**config.mk**
```make
export PLATFORM = sky130hd
export DESIGN_NAME = pinmux_bank
export DESIGN_NICKNAME = d
export VERILOG_FILES = /design/src/rtl/pinmux_pkg.sv /design/src/rtl/pinmux_decode.sv /design/src/rtl/pinmux_group.sv /design/src/rtl/pinmux_bank.sv
export SDC_FILE = /design/constraint.sdc
export NUM_CORES = 1
export LEC_CHECK = 0
export BUFFER_PORTS_ARGS = -buffer_cell sky130_fd_sc_hd__buf_2
export CAP_MARGIN = 20
export CORE_MARGIN = 2
export CORE_UTILIZATION = 53
export DETAILED_ROUTE_END_ITERATION = 8
export PLACE_DENSITY_LB_ADDON = 0.3
export REMOVE_ABC_BUFFERS = 1
export SLEW_MARGIN = 20
export SYNTH_ARGS = -nofsm -noshare
export SYNTH_HDL_FRONTEND = slang
export SYNTH_SLANG_ARGS = --single-unit
```
**constraint.sdc**
```tcl
create_clock -name clk -period 1.8 [get_ports clk]
set_input_delay 0.09 -clock clk [delete_from_list [all_inputs] [get_ports clk]]
set_output_delay 0.09 -clock clk [all_outputs]
set_load 0.005 [all_outputs]
```
**src/rtl/pinmux_pkg.sv**
```systemverilog
package pinmux_pkg;

   localparam int GROUPS       = 4;
   localparam int PINS_PER_GRP = 8;
   localparam int NUM_PINS     = GROUPS * PINS_PER_GRP;
   localparam int FUNC_W       = 4;
   localparam int HALF_W       = 16;

   typedef enum logic [1:0] {
      MODE_W2   = 2'd0,
      MODE_W3   = 2'd1,
      MODE_W4   = 2'd2,
      MODE_GPIO = 2'd3
   } grp_mode_e;

   // registers occupied by one group
   function automatic int words_of(input logic [1:0] mode);
      return (mode == MODE_W3 || mode == MODE_W4) ? 2 : 1;
   endfunction

   // word index of a group's first register
   function automatic int first_word(input logic [2*GROUPS-1:0] modes, input int grp);
      int acc;
      acc = 0;
      for (int g = 0; g < grp; g++) acc += words_of(modes[2*g +: 2]);
      return acc;
   endfunction

   // bits that carry a field in register half (0 = first, 1 = second)
   function automatic logic [HALF_W-1:0] impl_mask(input logic [1:0] mode, input int half);
      case (mode)
         MODE_W2: return (half == 0) ? 16'hFFFF : 16'h0000;
         MODE_W3: return (half == 0) ? 16'h7FFF : 16'h01FF;
         MODE_W4: return 16'hFFFF;
         default: return 16'h0000;
      endcase
   endfunction

   function automatic int field_width(input logic [1:0] mode);
      case (mode)
         MODE_W2: return 2;
         MODE_W3: return 3;
         MODE_W4: return 4;
         default: return 0;
      endcase
   endfunction

   function automatic int field_half(input logic [1:0] mode, input int pin);
      case (mode)
         MODE_W3: return (pin >= 5) ? 1 : 0;
         MODE_W4: return (pin >= 4) ? 1 : 0;
         default: return 0;
      endcase
   endfunction

   function automatic int field_lsb(input logic [1:0] mode, input int pin);
      case (mode)
         MODE_W2: return 2 * pin;
         MODE_W3: return 3 * (pin % 5);
         MODE_W4: return 4 * (pin % 4);
         default: return 0;
      endcase
   endfunction

endpackage

```
**src/rtl/pinmux_decode.sv**
```systemverilog
module pinmux_decode
   import pinmux_pkg::*;
#(
   parameter int                    ADDR_W      = 8,
   parameter logic [2*GROUPS-1:0]   GROUP_MODES = 8'b11_10_01_00
) (
   input  logic [ADDR_W-1:0] addr,
   output logic [GROUPS-1:0] grp_hit,
   output logic              hi_sel,
   output logic              addr_ok
);

   logic              aligned;
   logic [31:0]       word_i;
   logic [GROUPS-1:0] hi_g;

   assign aligned = (addr[1:0] == 2'b00);
   assign word_i  = 32'(addr[ADDR_W-1:2]);

   for (genvar g = 0; g < GROUPS; g++) begin : g_grp
      localparam int FIRST = first_word(GROUP_MODES, g);
      localparam int NW    = words_of(GROUP_MODES[2*g +: 2]);
      // unsigned wrap keeps the range test to one compare
      assign grp_hit[g] = aligned && ((word_i - 32'(FIRST)) < 32'(NW));
      if (NW == 2) begin : g_two
         assign hi_g[g] = (word_i == 32'(FIRST + 1));
      end else begin : g_one
         assign hi_g[g] = 1'b0;
      end
   end

   assign hi_sel  = |(hi_g & grp_hit);
   assign addr_ok = |grp_hit;

endmodule

```
**src/rtl/pinmux_group.sv**
```systemverilog
module pinmux_group
   import pinmux_pkg::*;
#(
   parameter logic [1:0] MODE = MODE_W2
) (
   input  logic                           clk,
   input  logic                           rst_n,
   input  logic [1:0]                     wr_en,
   input  logic [HALF_W-1:0]              wr_data,
   input  logic [HALF_W-1:0]              wr_mask,
   output logic [1:0][HALF_W-1:0]         image,
   output logic [PINS_PER_GRP*FUNC_W-1:0] funcs
);

   localparam int FW = field_width(MODE);

   for (genvar h = 0; h < 2; h++) begin : g_half
      localparam logic [HALF_W-1:0] IMPL = impl_mask(MODE, h);
      logic [HALF_W-1:0] store_q;

      always_ff @(posedge clk or negedge rst_n) begin
         if (!rst_n)
            store_q <= '0;
         else if (wr_en[h])
            store_q <= ((store_q & ~wr_mask) | (wr_data & wr_mask)) & IMPL;
      end

      assign image[h] = store_q;
   end

   for (genvar p = 0; p < PINS_PER_GRP; p++) begin : g_pin
      if (FW == 0) begin : g_gpio
         assign funcs[p*FUNC_W +: FUNC_W] = '0;
      end else begin : g_fld
         localparam int H = field_half(MODE, p);
         localparam int L = field_lsb(MODE, p);
         if (FW < FUNC_W) begin : g_ext
            assign funcs[p*FUNC_W +: FUNC_W] = {{(FUNC_W-FW){1'b0}}, image[H][L +: FW]};
         end else begin : g_full
            assign funcs[p*FUNC_W +: FUNC_W] = image[H][L +: FW];
         end
      end
   end

endmodule

```
**src/rtl/pinmux_bank.sv**
```systemverilog
module pinmux_bank
   import pinmux_pkg::*;
#(
   parameter int                  ADDR_W      = 8,
   parameter logic [2*GROUPS-1:0] GROUP_MODES = 8'b11_10_01_00,
   parameter logic [GROUPS-1:0]   UNROUTED    = '0
) (
   input  logic                       clk,
   input  logic                       rst_n,
   input  logic                       req_valid,
   input  logic                       req_write,
   input  logic [ADDR_W-1:0]          req_addr,
   input  logic [31:0]                req_wdata,
   output logic                       rsp_valid,
   output logic [31:0]                rsp_rdata,
   output logic                       rsp_err,
   output logic                       rsp_unsup,
   output logic [NUM_PINS*FUNC_W-1:0] pin_func
);

   localparam int GRP_BITS  = PINS_PER_GRP * FUNC_W;
   localparam int MAP_WORDS = first_word(GROUP_MODES, GROUPS);

   if (ADDR_W < 5 || ADDR_W > 32) begin : g_bad_addr_w
      $error("pinmux_bank: ADDR_W must lie in 5..32");
   end
   if (MAP_WORDS < GROUPS || MAP_WORDS > 2*GROUPS) begin : g_bad_map
      $error("pinmux_bank: register map size out of range");
   end

   logic [GROUPS-1:0] grp_hit;
   logic              hi_sel;
   logic              addr_ok;

   pinmux_decode #(
      .ADDR_W     (ADDR_W),
      .GROUP_MODES(GROUP_MODES)
   ) u_dec (
      .addr   (req_addr),
      .grp_hit(grp_hit),
      .hi_sel (hi_sel),
      .addr_ok(addr_ok)
   );

   logic acc, unr_hit, wr_ok, rd_ok;

   assign acc     = req_valid && addr_ok;
   assign unr_hit = |(grp_hit & UNROUTED);
   assign wr_ok   = acc && req_write && !unr_hit;
   assign rd_ok   = acc && !req_write && !unr_hit;

   logic [GROUPS-1:0][1:0][HALF_W-1:0] grp_img;

   for (genvar g = 0; g < GROUPS; g++) begin : g_bank
      logic [1:0] wen;
      assign wen[0] = wr_ok && grp_hit[g] && !hi_sel;
      assign wen[1] = wr_ok && grp_hit[g] &&  hi_sel;

      pinmux_group #(
         .MODE(GROUP_MODES[2*g +: 2])
      ) u_grp (
         .clk    (clk),
         .rst_n  (rst_n),
         .wr_en  (wen),
         .wr_data(req_wdata[HALF_W-1:0]),
         .wr_mask(req_wdata[2*HALF_W-1:HALF_W]),
         .image  (grp_img[g]),
         .funcs  (pin_func[g*GRP_BITS +: GRP_BITS])
      );
   end

   logic [HALF_W-1:0] rd_img;

   always_comb begin
      rd_img = '0;
      for (int g = 0; g < GROUPS; g++) begin
         if (grp_hit[g]) rd_img = rd_img | grp_img[g][hi_sel];
      end
   end

   always_ff @(posedge clk or negedge rst_n) begin
      if (!rst_n) begin
         rsp_valid <= 1'b0;
         rsp_rdata <= '0;
         rsp_err   <= 1'b0;
         rsp_unsup <= 1'b0;
      end else begin
         rsp_valid <= req_valid;
         rsp_err   <= req_valid && !addr_ok;
         rsp_unsup <= acc && unr_hit;
         rsp_rdata <= rd_ok ? {{HALF_W{1'b0}}, rd_img} : '0;
      end
   end

endmodule

```
### Yosys cells after proc, flatten, opt, wreduce, memory -nomap -nowiden

Index checks and enable logic that the tools add are counted.

| word-level totals | value |
|---|---|
| memories | 0 |
| output and inout port bits | 163 |
| bits in read-only memories | 0 |
| memory bits (writable) | 0 |
| word-level logic and storage cells | 68 |
| latch bits | 0 |
| bits in registers | 106 |

| operators by class | value |
|---|---|
| divide/modulo/power cells | 0 |
| magnitude comparators | 5 |
| reductions and logical operators | 22 |
| add/sub/neg operators | 3 |
| multiply operators | 0 |
| equal/unequal tests | 2 |
| bitwise logic cells | 16 |
| shift operators | 0 |
| multiplexer cells | 12 |

Operators by type and width:

| operator | number |
|---|---|
| $mux W16 | 11 |
| $or A16 B16 Y16 | 6 |
| $and A16 B16 Y16 | 4 |
| $lt A32 B2 Y1 const B | 2 |
| $lt A32 B1 Y1 const B | 1 |
| $logic_and A1 B1 Y1 | 16 |
| $not A16 Y16 | 1 |
| $and A15 B15 Y15 | 1 |
| $mux W15 | 1 |
| $or A15 B15 Y15 | 1 |
| $and A9 B9 Y9 | 1 |
| $or A9 B9 Y9 | 1 |
| $reduce_or A4 Y1 | 2 |
| $sub A6 B1 Y7 const B | 1 |
| $sub A6 B2 Y7 const B | 1 |
| $sub A6 B3 Y7 const B | 1 |
| $eq A6 B2 Y1 const B | 1 |
| $eq A6 B3 Y1 const B | 1 |
| $lt A6 B1 Y1 const B | 1 |
| $and A3 B4 Y4 | 1 |
| $logic_not A1 Y1 | 3 |
| $logic_not A2 Y1 | 1 |
| $lt A1 B2 Y1 const B | 1 |

### Longest topological paths before layout

| logic depth | value |
|---|---|
| word-level depth | 15 |
| mapped depth | 9 |
| depth with buffers taken out | 7 |

### Hierarchy

A second synthesis with hierarchy kept.

| second synthesis, totals | value |
|---|---|
| cell total of the unflattened synthesis | 627 |
| area, all modules | 6631.4 um2 |

By module, submodules not included:

| module | sequential area each (um2) | area each (um2) | cells an instance | times used |
|---|---|---|---|---|
| pinmux_bank | 450.4 | 1825.5 | 178 | 1 |
| pinmux_group (g_bank[2].u_grp) | 800.8 | 1659.1 | 132 | 1 |
| pinmux_group (g_bank[1].u_grp) | 600.6 | 1318.8 | 115 | 1 |
| pinmux_group (g_bank[0].u_grp) | 400.4 | 1064.8 | 99 | 1 |
| pinmux_group (g_bank[3].u_grp) | 0.0 | 484.2 | 65 | 1 |
| pinmux_decode | 0.0 | 279.0 | 38 | 1 |

### Worst setup path before layout

Ideal clock, no wire load.

| timing | value |
|---|---|
| path type | input port to flip-flop |
| from | in req_addr[2] |
| to | reg (tool-made name) |
| path slack | -0.307 ns |
| setup time | 0.125 ns |
| buffers on the path | 1 |
| required time | 1.675 ns |
| data arrival time | 1.981 ns |
| cell stages on the path | 7 |
| cell sequence | inv_1 -> ha_1 -> or3_4 -> a2111oi_4 -> buf_6 -> nand3_1 -> mux2_4 |

RTL lines:

| what | RTL line | RTL |
|---|---|---|
| start, declared | pinmux_bank.sv:12 | `input logic [ADDR_W-1:0] req_addr,` |

==> impl.org <==
** Pwr
- Sequential share of power :: 0.531
- Of the total power, the share spent switching nets is 0.263.
- Power Internal :: 0.00288 W
- For this design the static power due to leakage is roughly 3.3 nW.
- Power spent charging and discharging nets :: roughly 0.0010 W
- Relative contribution of the clock network to total power :: 0.356
- IR Drop Worst-Case VDD :: between 0.0004 and 0.0005 V
- In this run the power density over the cells is 623 mW/mm².
- Comb pwr share :: 0.113

** Timing
- Maximum clock skew at final layout :: 0.0170 ns
- Final hold violations :: 0
- Once routing completed, OpenROAD measured the worst setup slack at -0.0315 ns.
- Setup violations remaining at the end of the flow were counted as 11.
- Slew headroom :: 0.651
- At the pin with the least slew margin, the transition time is 0.523 ns.
- Counting I/O delays and the setup requirement, the final critical path takes 1.83 ns.
- Setup repair after global routing could not meet its margin everywhere.
- Final max-slew violation count :: 0
- Final cycle utilization of the critical path :: 1.02
- Maximum achievable frequency :: between 500 and 600 MHz
- Hold timing on the final database bottoms out at a slack of around 0.016 ns.

** Cells and area
- The multi-input combinational cells in the finished layout cover a total of approximately 0.0025 mm².
- Commonest non-fill, non-tap cell in the layout :: sky130_fd_sc_hd__buf_2
- Summing all flip-flop and latch instances after layout gives 0.00225 mm².
- Diodes inserted :: 0
- From synthesis to final layout, the design area changed by 24.8%.
- Layout fillers :: ~750
- Of the cells placed in the final design, the portion with a size suffix greater than 1 is 0.436.
- Utilization after layout :: 0.680
- Total Nets Final :: slightly below 700
- After routing the design area is around 0.0063 mm².
- The count of cells in the finished layout, fillers not included, comes to just under 800.
- In the layout the commonest cells are sky130_fd_sc_hd__buf_2, sky130_fd_sc_hd__dfrtp_1, sky130_fd_sc_hd__conb_1.

** Logic synthesis
- Most used DFF post-synth :: sky130_fd_sc_hd__dfrtp_1
- In the synthesized netlist the async set-or-reset flop fraction comes to 1.00.
- In this run the mean area of a mapped cell was between 10 and 15 µm².
- Synthesis inferred 90 register bits.
- After synthesis the cells add up to 0.00503 mm².
- Yosys attributes the largest share of cell area to sky130_fd_sc_hd__dfrtp_1, sky130_fd_sc_hd__buf_4, sky130_fd_sc_hd__mux2_2, sky130_fd_sc_hd__nand3_1, sky130_fd_sc_hd__nand2_1.
- Top cell type's share of synthesized area :: 0.447
- Synthesis produced 457 cells.
- Biggest area consumer among synthesized cells :: sky130_fd_sc_hd__dfrtp_1
- The netlist uses 50 different library cells.
- Post-synthesis sequential area ratio :: 0.447
- Yosys printed 0 warnings.
- EDFF count, synth :: 0

** Routing
- Dividing the detail-routed wire length by the instance count gives approximately 18 µm.
- Total iterations of the first detailed-routing run :: 4
- The routed layout has 4143 vias.
- Remaining DRCs :: 0
- Sum of routed wire length over all layers :: roughly 14 mm
- Routed Antenna Nets :: 0
- Violation count after the first detailed-routing iteration :: ~220
- Detailed-route vias per instance :: approximately 5.4

** CTS
- Counting the buffers created by CTS gives 9.
- H-tree depth :: 3
- TritonCTS built the clock tree.
- Cell at the root of the clock tree :: sky130_fd_sc_hd__clkbuf_8
- No sink is reached through more buffers than the 2 on the longest clock path.
- # clock sinks :: 90
- Clock transition at path regs :: roughly 0.10 ns
- Clock latency on the worst-skew pair :: between 0.3 and 0.4 ns

** Critical path
- The worst register-to-register path has a depth of 4.
- Tracing the worst setup path back leads to its startpoint at req_addr[2].
- Data on the critical path arrives at its endpoint at 2.07 ns.
- The worst setup path is captured at a flop.
- Req. time, crit path :: approximately 2.0 ns
- Traced cell by cell, the critical path runs through buf_2, inv_2, ha_1, nor3b_4, nand4b_1, a2111oi_4, buf_6, nand3_1, mux2_4.
- Slowest Stage Delay on Critical Path :: about 0.53 ns
- Startpoint Class :: input port
- Along the worst path, the maximum fanout reaches 7.
- Library cell contributing the largest single delay on the critical path :: sky130_fd_sc_hd__a2111oi_4
- Worst setup path category :: input port to flop

** Die
- From left edge to right edge, the die measures about 100 µm.
- In this run the count of I/O pins placed on the die edge is 207.
- The core region is 0.00924 mm².
- In this run the vertical extent of the chip is a little over 100 µm.
- Initial core utilization :: 0.545
- After floorplanning, the core was divided into 35 placement rows.
- Die ar. :: approximately 0.010 mm²

** Place
- Once placement finished, the instance area stood at 0.00592 mm².
- After legalization and detailed placement, the total HPWL measured 9.69 mm.
- Weighted congestion at the end of routability-driven global placement :: ~0.84
- After detailed placement, the design holds a cell count of between 700 and 800.
- Number of buffer cells added on primary ports :: around 130

** Outcome
- Violations in the final reports :: negative setup slack
- Run status :: finished, violations left

** Global routing
- After global routing the overflow that remains totals 0.
- Wire length of the first global-routing pass :: 21.0 mm
- Number of antenna violations at the first check in global routing :: 0
- Largest net degree at the start of global routing :: 40
- Across every metal layer, demand over resource in global routing totals 0.265.
- The number of global-route vias before repair was a little over 4000.

** Flow run
- Max-cap viol count :: 0

** Min path
- Min-Delay Startpoint :: req_wdata[9]
- Type of the worst min-delay path :: input port to flop
- Along the worst hold path, the cell count comes to 2.
==> per-layer routing <==
| layer | vias up | part of all wire | global-route usage |
|---|---|---|---|
| met5 | - | 0 | 0 |
| met4 | 0 | 0.019 | 0.0925 |
| met3 | 27 | 0.093 | 0.0635 |
| met2 | 225 | 0.49 | 0.437 |
| met1 | 2028 | 0.39 | 0.345 |
| li1 | 1863 | - | - |
==> cell type report <==
type                       count  share of cell area
multi-input combinational    341               0.391
sequential                    90               0.358
timing repair buffer         195               0.192
tap                          129              0.0257
clock buffer                  11              0.0209
clock inverter                 5             0.00996
inverter                       2             0.00119
==> critical path, delay by kind of cell <==
kind            cells  cell delay [ns]
compound gates      1             0.53
fa+ha+maj           1             0.17
buf+inv             3             0.42
mux                 1             0.31
simple gates        3             0.55
==> stage by stage <==
| step | worst slack [ns] | power, W | TNS [ns] |
|---|---|---|---|
| 2_1_floorplan | -0.415 | 0.00226 | -20.57 |
| 3_3_place_gp | -0.304 | 0.00251 | -15.25 |
| 3_5_place_dp | -0.356 | 0.00252 | -20.04 |
| 4_1_cts | 0.0222 | 0.00391 | 0 |
| 5_1_grt | -0.113 | 0.00407 | -1.34 |
| 6_report | -0.0315 | 0.00391 | -0.190 |
==> power by group through the flow <==
stage	logic (W)	clock network (W)	registers [W]
global route	0.000493	0.00150	0.00208
global placement	0.000391	0	0.00212
detailed placement	0.000404	0	0.00212
floorplan	0.000139	0	0.00212
CTS	0.000419	0.00142	0.00208
finish	0.000442	0.00139	0.00208
==> kinds of logic after synthesis <==
family / synth area share
other: 0.000745
buffers and inverters: 0.133
xor gates and xnor gates: 0.00497
DFF: 0.447
muxes: 0.170
and+or+nand+nor: 0.151
AOI/OAI and AO/OA: 0.0803
adders and majority gates: 0.0124
==> final timing paths <==
| check | to | slack (ns) |
|---|---|---|
| setup / recovery | flop | -0.03 |
| hold / removal | flop | 0.02 |
| setup reg to reg | rsp_rdata[2] | 0.73 |
| hold reg to reg | flop | 0.53 |
| max in group asynchronous | async pin | 0.99 |
| min in group asynchronous | async pin | 0.25 |
==> what timing repair did <==
action | 4_1_cts | 5_1_grt
hold buffers | 8 | 0
hold endpoints to repair | 49 | 0
resized for setup | 0 | 13
setup endpoints to repair | 0 | 49
buffers inserted | 0 | 3
==> cells in the mapped netlist, types with 2 or more instances <==
library cell / instances
sky130_fd_sc_hd__nand2b_1: 3
sky130_fd_sc_hd__nand3_1: 48
sky130_fd_sc_hd__clkbuf_1: 9
sky130_fd_sc_hd__nand4_1: 15
sky130_fd_sc_hd__nor4b_1: 2
sky130_fd_sc_hd__nand2_1: 48
sky130_fd_sc_hd__a22o_1: 7
sky130_fd_sc_hd__mux2_1: 15
sky130_fd_sc_hd__o31ai_1: 2
sky130_fd_sc_hd__buf_2: 9
sky130_fd_sc_hd__mux2_2: 48
sky130_fd_sc_hd__a2111oi_4: 2
sky130_fd_sc_hd__a31oi_1: 15
sky130_fd_sc_hd__mux2_4: 9
sky130_fd_sc_hd__nor4_4: 3
sky130_fd_sc_hd__buf_6: 2
sky130_fd_sc_hd__dfrtp_1: 90
sky130_fd_sc_hd__buf_1: 2
sky130_fd_sc_hd__a32oi_1: 2
sky130_fd_sc_hd__nor2_1: 2
sky130_fd_sc_hd__inv_1: 2
sky130_fd_sc_hd__ha_1: 5
sky130_fd_sc_hd__a21oi_1: 8
sky130_fd_sc_hd__nor3_1: 3
sky130_fd_sc_hd__nor2b_1: 3
sky130_fd_sc_hd__buf_4: 74
sky130_fd_sc_hd__a22oi_1: 6
No activity file was read; power rests on OpenSTA's default activity.
